--- src/rtl/pinchg_pkg.sv ---
// Package: shared sizing for the pin-change alert block.
// Assumes pins are grouped in equal banks that are read one bank at a time.
package pinchg_pkg;
    localparam int BANK_W      = 8;
    localparam int NUM_BANKS   = 5;
    localparam int SYNC_STAGES = 2;
    localparam int ADDR_W      = 7;
endpackage

--- src/rtl/pinchg_sync.sv ---
// Module: multi-stage level synchroniser for a vector of asynchronous pins.
// Assumes each bit is independent; no coherence between bits is implied.
module pinchg_sync #(
    parameter int W      = 40,
    parameter int STAGES = 2
) (
    input  logic         clk,
    input  logic         rst_n,
    input  logic [W-1:0] d,
    output logic [W-1:0] q
);
    logic [STAGES-1:0][W-1:0] stg_q;

    for (genvar s = 0; s < STAGES; s++) begin : g_stage
        // shift the sampled levels one stage further each clock
        always_ff @(posedge clk) begin
            if (!rst_n) begin
                stg_q[s] <= '0;
            end else if (s == 0) begin
                stg_q[s] <= d;
            end else begin
                stg_q[s] <= stg_q[(s == 0) ? 0 : s-1];
            end
        end
    end

    assign q = stg_q[STAGES-1];
endmodule

--- src/rtl/pinchg_bank_tracker.sv ---
// Module: holds one bank's reference levels and flags enabled pins that differ.
// Assumes lvl is already synchronised; capture loads the reference from lvl.
module pinchg_bank_tracker #(
    parameter int BANK_W = 8
) (
    input  logic              clk,
    input  logic              rst_n,
    input  logic [BANK_W-1:0] lvl,
    input  logic [BANK_W-1:0] is_input,
    input  logic [BANK_W-1:0] masked,
    input  logic              capture,
    output logic [BANK_W-1:0] change
);
    logic [BANK_W-1:0] ref_q;

    // reload the reference on a bank read or during start-up priming
    always_ff @(posedge clk) begin
        if (!rst_n) begin
            ref_q <= '0;
        end else if (capture) begin
            ref_q <= lvl;
        end
    end

    // a pin counts only if it is an input and unmasked
    always_comb begin
        change = (lvl ^ ref_q) & is_input & ~masked;
    end
endmodule

--- src/rtl/pinchg_alert_ctrl.sv ---
// Module: drives the open-drain alert enable and answers alert response reads.
// Assumes ara_req is a one-cycle pulse; quiet holds the block silent at start-up.
module pinchg_alert_ctrl #(
    parameter int NPINS  = 40,
    parameter int ADDR_W = 7
) (
    input  logic              clk,
    input  logic              rst_n,
    input  logic [NPINS-1:0]  change,
    input  logic              quiet,
    input  logic              ara_req,
    input  logic [ADDR_W-1:0] dev_addr,
    output logic              pull_low,
    output logic              ara_ack,
    output logic [ADDR_W:0]   ara_data
);
    logic [NPINS-1:0] served_q;
    logic             pull_q;
    logic             answer;

    assign answer = ara_req && pull_q;

    // remember pins already reported; forget a pin once it stops differing
    always_ff @(posedge clk) begin
        if (!rst_n || quiet) begin
            served_q <= '0;
        end else if (answer) begin
            served_q <= change;
        end else begin
            served_q <= served_q & change;
        end
    end

    // pull the shared line while any unreported pin differs
    always_ff @(posedge clk) begin
        if (!rst_n) begin
            pull_q <= 1'b0;
        end else begin
            pull_q <= !quiet && |(change & ~served_q);
        end
    end

    // present the address byte for one cycle when this device answers
    always_ff @(posedge clk) begin
        if (!rst_n) begin
            ara_ack  <= 1'b0;
            ara_data <= '0;
        end else begin
            ara_ack  <= answer;
            ara_data <= answer ? {dev_addr, 1'b0} : '0;
        end
    end

    assign pull_low = pull_q;
endmodule

--- src/rtl/pinchg_alert.sv ---
// Module: top of the pin-change interrupt with alert response.
// Assumes strobes are one-cycle pulses from the slave interface in this clock domain.
module pinchg_alert
    import pinchg_pkg::*;
#(
    parameter int BW     = BANK_W,
    parameter int NB     = NUM_BANKS,
    parameter int NSYNC  = SYNC_STAGES,
    parameter int AW     = ADDR_W,
    localparam int NPINS = BW * NB,
    localparam int BIX_W = (NB > 1) ? $clog2(NB) : 1
) (
    input  logic             clk,
    input  logic             rst_n,
    input  logic [NPINS-1:0] pin_lvl,
    input  logic [NPINS-1:0] pin_is_in,
    input  logic [NPINS-1:0] pin_masked,
    input  logic             port_rd_stb,
    input  logic [BIX_W-1:0] port_rd_bank,
    input  logic [AW-1:0]    dev_addr,
    input  logic             ara_req,
    output logic             irq_pull_low,
    output logic             ara_ack,
    output logic [AW:0]      ara_data
);
    localparam int PRIME_LIM = NSYNC + 1;
    localparam int CNT_W     = $clog2(PRIME_LIM + 1);
    localparam logic [CNT_W-1:0] PRIME_END = CNT_W'(PRIME_LIM);

    logic [NPINS-1:0] sync_lvl;
    logic [NPINS-1:0] change_vec;
    logic [CNT_W-1:0] prime_q;
    logic             quiet;

    pinchg_sync #(.W(NPINS), .STAGES(NSYNC)) u_sync (
        .clk   (clk),
        .rst_n (rst_n),
        .d     (pin_lvl),
        .q     (sync_lvl)
    );

    // count out the synchroniser fill before references become valid
    always_ff @(posedge clk) begin
        if (!rst_n) begin
            prime_q <= '0;
        end else if (prime_q != PRIME_END) begin
            prime_q <= prime_q + 1'b1;
        end
    end

    assign quiet = (prime_q != PRIME_END);

    for (genvar b = 0; b < NB; b++) begin : g_bank
        logic cap;
        assign cap = quiet || (port_rd_stb && (port_rd_bank == BIX_W'(b)));
        pinchg_bank_tracker #(.BANK_W(BW)) u_trk (
            .clk      (clk),
            .rst_n    (rst_n),
            .lvl      (sync_lvl[b*BW +: BW]),
            .is_input (pin_is_in[b*BW +: BW]),
            .masked   (pin_masked[b*BW +: BW]),
            .capture  (cap),
            .change   (change_vec[b*BW +: BW])
        );
    end

    pinchg_alert_ctrl #(.NPINS(NPINS), .ADDR_W(AW)) u_ctrl (
        .clk      (clk),
        .rst_n    (rst_n),
        .change   (change_vec),
        .quiet    (quiet),
        .ara_req  (ara_req),
        .dev_addr (dev_addr),
        .pull_low (irq_pull_low),
        .ara_ack  (ara_ack),
        .ara_data (ara_data)
    );
endmodule

--- config.mk ---
export PLATFORM = sky130hd
export DESIGN_NAME = pinchg_alert
export DESIGN_NICKNAME = d
export VERILOG_FILES = /design/src/rtl/pinchg_pkg.sv /design/src/rtl/pinchg_sync.sv /design/src/rtl/pinchg_bank_tracker.sv /design/src/rtl/pinchg_alert_ctrl.sv /design/src/rtl/pinchg_alert.sv
export SDC_FILE = /design/constraint.sdc
export NUM_CORES = 1
export LEC_CHECK = 0
export ABC_CLOCK_PERIOD_IN_PS = 1720
export BUFFER_PORTS_ARGS = -buffer_cell sky130_fd_sc_hd__buf_2
export CORE_UTILIZATION = 30
export CTS_BUF_LIST = sky130_fd_sc_hd__clkbuf_8
export DETAILED_ROUTE_END_ITERATION = 16
export SLEW_MARGIN = 40
export SYNTH_ARGS = -nofsm -noshare
export SYNTH_HDL_FRONTEND = slang
export SYNTH_SLANG_ARGS = --single-unit
--- constraint.sdc ---
create_clock -name clk -period 1.72 [get_ports clk]
set_input_delay 0.086 -clock clk [delete_from_list [all_inputs] [get_ports clk]]
set_output_delay 0.086 -clock clk [all_outputs]
set_load 0.02 [all_outputs]
==> flow_summary_export.csv, run 1 <==
group,metric,value,unit
synthesis,syn_area_per_cell,10.7,um2
route,dr.max_layer_used,"met4",
route,wl_met2,7080,um
cts,path_clk_slew,0.10,ns
synthesis,ys_types,33,
hold_path,min_to,"u_ctrl.served_q[19]",
cts,cts_tree,"yes",
worst_setup_path,critPathMaxFanout,2,
worst_setup_path,r2r_end,"u_ctrl.pull_low",
final_layout,final_nets,977,
timing,setup_tns,0,ns
floorplanning,start_util,31.1,%
synthesis,synth_edf_count,0,
cts,clock_latency,0.45,ns
timing,rsz0062_at_grt,"no",
cts,clock_path_buffers,2,
hold_path,hold_path_class,"input pin to flop",
final_layout,drive_above_1_share,22.7,%
synthesis,synth-seq-area-share,55.7,%
route,routedLengthMet1,6940,um
status,outcome,"finished, final reports clean",
timing,tightest_slew,0.652,ns
global_routing,grt_use_total,15.0,%
synthesis,synth_top_area_share,55.7,%
cts,htree_levels,4,
cts,cts-buffers-inserted,17,
global_routing,grt_pass1_wl,24500,um
worst_setup_path,reg2regPathDepth,5,
power,power.density,861,nW/um2
synthesis,synth_area_leaders,"dfxtp_1 (56%), and2_1 (9.1%), mux2i_1 (6.7%)",
timing,setup-violations-final,0,
worst_setup_path,cp.required,2.03,ns
route,drt_iter0_drc,212,
power,max-vdd-ir-drop,0.560,mV
route,drc,0,
route,num_vias,4771,
floorplanning,dieWidth,145,um
route,post_drt_wl_per_cell,13.4,um
timing,slew_headroom,56.6,%
floorplanning,dieArea,21100,um2
cts,clock_sinks,171,
global_routing,grt_pass1_vias,4855,
route,ant_nets,0,
worst_setup_path,startpoint_type,"flop",
final_layout,final_common_cell,"dfxtp_1",
job,max_cap_viol_count,0,
worst_setup_path,critPathKind,"flop to flop",
synthesis,syn_inst,574,
worst_setup_path,setup.worst_path.start,"g_bank[2].u_trk.ref_q[4]",
global_routing,gr-total-overflow,0,
synthesis,synth-main-ff-cell,"dfxtp_1",
worst_setup_path,arrival,1.92,ns
timing,fmax,0.623,GHz
worst_setup_path,cp-end-kind,"flop",
final_layout,layout.cells.non_filler,1121,
final_layout,layout.cells.most_common_list,"dfxtp_1 (170), buf_2 (141), dlygate4sd3_1 (124), and2_1 (89), nor2b_1 (44)",
power,p_leak,3.82,nW
synthesis,async_flop_share,0,%
floorplanning,rows,51,
placed_design,place.gp.congestion,0.708,
timing,finalCritPeriodShare,93.4,%
synthesis,synth_area,6150,um2
cts,clockRootBuffer,"clkbuf_8",
hold_path,whs_path_depth,4,
global_routing,grt_start_max_net_pins,72,
timing,skew,0.0160,ns
final_layout,area_growth,43.1,%
route,routed-wl-met3,823,um
route,postRouteWirelength,15000,um
timing,fin_crit,1.61,ns
placed_design,post-dp-hpwl,9850,um
timing,hold_viol_final,0,
route,drtPass1Iterations,4,
placed_design,portBuffers,142,
synthesis,synthesis.nets,709,
worst_setup_path,r2r_setup_slack,0.11,ns
route,via_per_inst,4.26,
final_layout,fillers,1886,
floorplanning,die_h,145,um
timing,slew_viol_final,0,
hold_path,hp-start,"pin_is_in[19]",
floorplanning,core_area,19800,um2
placed_design,dp_cells,964,
synthesis,yosys_warnings,0,
floorplanning,boundaryPins,144,
global_routing,antenna_found_initial,1,
synthesis,synth-seq-cells,171,
worst_setup_path,worstReg2RegStart,"g_bank[2].u_trk.ref_q[4]",
synthesis,synth_top_area_cell,"dfxtp_1",
## cell usage after synthesis (2+ instances only)
cell	n
a32oi_1	3
and2_1	89
buf_1	4
clkbuf_1	19
dfxtp_1	171
inv_1	5
mux2i_1	41
nand3b_1	35
nor2_1	40
nor2b_1	44
nor3_1	35
nor3b_1	5
nor4_1	4
o2111ai_1	2
o211ai_1	3
o21ai_4	3
o221ai_1	4
o22ai_1	12
o31ai_4	2
xor2_1	40
## power breakdown
group	switching, mW	internal (mW)	total [mW]
logic	0.372	0.515	0.887
clock network	1.51	1.02	2.53
registers	0.0641	4.09	4.15
## cell families (layout without fill, tap and decap cells)
logic type | count (synthesis) | count (layout) | share of synthesized area, %
and+or+nand+nor | 258 | 258 | 24.9
DFF | 171 | 171 | 55.7
xor gates and xnor gates | 41 | 41 | 5.84
muxes | 41 | 41 | 6.68
AOI/OAI and AO/OA | 31 | 31 | 4.62
buffers and inverters | 30 | 311 | 2.06
adders and majority gates | 1 | 1 | 0.204
other | 1 | 2 | 0.0610
## how the worst max path moves through the flow
stage,slack (ns),cells past startpoint,endpoint
floorplan,0.43,5,u_ctrl.served_q[12]
global placement,0.20,5,u_ctrl.pull_low
detailed placement,0.14,5,u_ctrl.pull_low
CTS,0.02,4,u_ctrl.served_q[36]
global route,0.02,5,u_ctrl.served_q[0]
finish,0.11,5,u_ctrl.pull_low
## layer usage
metal / GRT usage (%) / vias to the layer above
li1: - / 2441
met1: 18.6 / 2202
met2: 24.9 / 117
met3: 4.21 / 11
met4: 4.84 / 0
met5: 0 / -
## critical path, stage by stage (launching register included)
cell and delay, ns:
dfxtp_1 0.33, xor2_1 0.17, a22oi_1 0.20, o221ai_1 0.22, nor4_1 0.37, a41oi_1 0.18
## through the flow
| step | power [mW] | util (%) | hold WS, ns | setup WS, ns | instance area, um2 |
|---|---|---|---|---|---|
| 2_1_floorplan | 4.65 | - | 0.208 | 0.429 | 6150 |
| 3_3_place_gp | 4.95 | 36.2 | 0.293 | 0.195 | 7170 |
| 3_5_place_dp | 4.95 | 36.2 | 0.293 | 0.142 | 7170 |
| 4_1_cts | 7.70 | 44.3 | 0.0136 | 0.0203 | 8760 |
| 5_1_grt | 8.01 | 44.5 | 0.0214 | 0.0193 | 8790 |
| 6_report | 7.57 | 44.5 | 0.0325 | 0.114 | 8800 |
## flip-flops by register name, summed over array words and instances, names as in the netlist
signal	cells
u_sync.stg_q	40
u_sync.q	40
u_ctrl.ara_ack	1
u_ctrl.served_q	40
u_ctrl.ara_data	7
prime_q	2
u_ctrl.pull_low	1
g_bank.u_trk.ref_q	40
## layout make-up
type | instances | area, um2 | area share [%]
tap | 265 | 332 | 3.77
inverter | 5 | 18.8 | 0.213
clock buffer | 17 | 234 | 2.66
multi-input combinational | 373 | 2630 | 29.8
timing repair buffer | 274 | 2040 | 23.2
clock inverter | 15 | 118 | 1.34
antenna | 1 | 2.50 | 0.0284
sequential | 171 | 3420 | 38.9
## what timing repair did
action | CTS | global route
hold endpoints to repair | 87 | 0
setup endpoints to repair | 0 | 5
resized for setup | 0 | 6
setup buffers | 0 | 0
hold buffers | 124 | 0
Power figures use the tool's default switching activity.
==> run 2: changes to the inputs <==
--- a/config.mk
+++ b/config.mk
@@ -5,6 +5,7 @@
 export SDC_FILE = /design/constraint.sdc
 export NUM_CORES = 1
 export LEC_CHECK = 0
+export ABC_AREA = 1
 export ABC_CLOCK_PERIOD_IN_PS = 1720
 export BUFFER_PORTS_ARGS = -buffer_cell sky130_fd_sc_hd__buf_2
 export CORE_UTILIZATION = 30
==> flow_summary_export.csv, run 2 <==
group,metric,value,unit
synthesis,synth_area,6690,um2
final_layout,area_growth,41.4,%
synthesis,synth-main-ff-cell,"dfxtp_1",
cts,clockRootBuffer,"clkbuf_8",
synthesis,synth_edf_count,0,
final_layout,final_nets,1361,
cts,cts-buffers-inserted,17,
final_layout,layout.cells.non_filler,1519,
final_layout,antennaDiodeCount,0,
timing,fin_ws,0.108,ns
final_layout,fillers,2172,
global_routing,grt_pass1_vias,5742,
timing,rsz0062_at_grt,"no",
global_routing,grt_pass1_wl,24900,um
floorplanning,boundaryPins,144,
timing,finalCritPeriodShare,93.7,%
timing,slew_viol_final,0,
final_layout,final_common_cell,"inv_1",
status,outcome,"finished with violations",
floorplanning,dieWidth,151,um
synthesis,synth-seq-area-share,51.2,%
final_layout,drive_above_1_share,15.8,%
power,p_leak,4.87,nW
floorplanning,die_h,151,um
placed_design,place.gp.congestion,0.732,
worst_setup_path,cp.required,2.10,ns
route,via_per_inst,4.00,
synthesis,post-synth-top-count-cell,"inv_1",
final_layout,layout.cells.most_common_list,"inv_1 (232), nand2_1 (212), dfxtp_1 (171), nor2_1 (153), buf_2 (141)",
synthesis,synth_area_leaders,"dfxtp_1 (51%), inv_1 (13%), nand2_1 (12%)",
timing,holdWs,-0.00359,ns
timing,setup-violations-final,0,
worst_setup_path,critPathMaxFanout,2,
cts,clock_latency,0.46,ns
synthesis,synth-seq-cells,171,
global_routing,grt_use_total,14.0,%
worst_setup_path,critPathKind,"input pin to flop",
placed_design,post-dp-hpwl,9940,um
worst_setup_path,arrival,2.00,ns
floorplanning,start_util,30.6,%
synthesis,synth_top_area_share,51.2,%
route,ant_nets,0,
route,drtPass1Iterations,4,
cts,cts_tree,"yes",
synthesis,synth_top_area_cell,"dfxtp_1",
timing,fin_crit,1.61,ns
route,num_vias,6078,
synthesis,synthesis.nets,1084,
placed_design,portBuffers,142,
job,max_cap_viol_count,0,
timing,skew,0.0112,ns
timing,setup_tns,0,ns
cts,cts_setup_buffers,0,
power,max-vdd-ir-drop,0.450,mV
synthesis,async_flop_share,0,%
global_routing,antenna_found_initial,0,
status,violations,"hold timing",
cts,path_clk_slew,0.09,ns
floorplanning,rows,54,
hold_path,hold_path_class,"input pin to flop",
floorplanning,core_area,21800,um2
synthesis,syn_area_per_cell,7.04,um2
floorplanning,dieArea,22900,um2
worst_setup_path,startpoint_type,"input pin",
worst_setup_path,cp-end-kind,"flop",
synthesis,synthTopCellsByCount,"inv_1 (231), nand2_1 (213), dfxtp_1 (171)",
global_routing,grt_start_max_net_pins,43,
final_layout,multiInputGateArea,2260,um2
cts,clock_path_buffers,2,
power,power.density,873,nW/um2
synthesis,syn_inst,949,
synthesis,yosys_warnings,0,
route,post_drt_wl_per_cell,10.1,um
timing,fmax,0.620,GHz
route,drt_iter0_drc,200,
synthesis,ys_types,26,
global_routing,gr-total-overflow,0,
placed_design,place_ws,0.245,ns
timing,hold_viol_final,1,
final_layout,seq_area,3420,um2
placed_design,dp_cells,1357,
route,postRouteWirelength,15300,um
cts,clock_sinks,171,
cts,htree_levels,4,
route,drc,0,
==> run 2: metrics by stage <==
stage               cell area, um2  util, %  total power, mW
floorplan                     6690        -             4.93
global placement              7740     35.5             5.25
detailed placement            7740     35.5             5.28
CTS                           9450     43.3             8.39
global route                  9450     43.3             8.75
finish                        9450     43.3             8.25
==> run 2: cells by family after synthesis <==
logic type / share of synthesized area (%)
and+or+nand+nor: 22.9
other: 0.0561
buffers and inverters: 15.2
DFF: 51.2
xor gates and xnor gates: 0.786
AOI/OAI and AO/OA: 9.71
adders and majority gates: 0.187
==> run 2: critical path, stage by stage <==
cell and delay (ns):
dlygate4sd3_1 0.52, buf_2 0.12, inv_1 0.04, nand2_1 0.04, dlygate4sd3_1 0.54, a21oi_1 0.17, nand2_1 0.07, nand2_1 0.08
nor2_1 0.05, nand2_1 0.10, nor2_1 0.06, a21oi_1 0.13
==> run 2: power breakdown <==
| group | leakage [nW] | internal [mW] | switching (mW) |
|---|---|---|---|
| Sequential | 1.40 | 4.16 | 0.103 |
| Clock | 0.209 | 1.32 | 1.52 |
| Combinational | 3.26 | 0.568 | 0.583 |
==> run 2: layout make-up <==
cell class              count  share of cell area (%)
flip-flops and latches    171                    36.2
multi-input cells         519                    23.9
repair buffers            285                    22.7
inverters                 232                    9.21
well taps                 280                    3.71
clock buffers              17                    2.47
clock inverters            15                    1.73
==> run 2: what timing repair did <==
item / 4_1_cts / 5_1_grt
setup endpoints to repair: 0 / 1
hold endpoints to repair: 95 / 0
resized for setup: 0 / 5
hold buffers: 131 / 0
==> run 2: path summary, 6_finish.rpt <==
check	from	to	slack [ns]	depth (start not counted)
setup reg to reg	prime_q[0]	g_bank[3].u_trk.ref_q[3]	0.25	6
hold / removal	pin_is_in[37]	u_ctrl.served_q[37]	-0.004	5
setup / recovery	pin_masked[36]	u_ctrl.pull_low	0.11	12
hold reg to reg	u_sync.stg_q[13]	u_sync.q[13]	0.41	2
==> run 2: layer usage <==
| metal | GRT usage [%] | part of all wire, % |
|---|---|---|
| met3 | 3.61 | 3.5 |
| met1 | 16.2 | 46 |
| met2 | 24.7 | 49 |
| met4 | 4.80 | 1.5 |
| met5 | 0 | 0 |
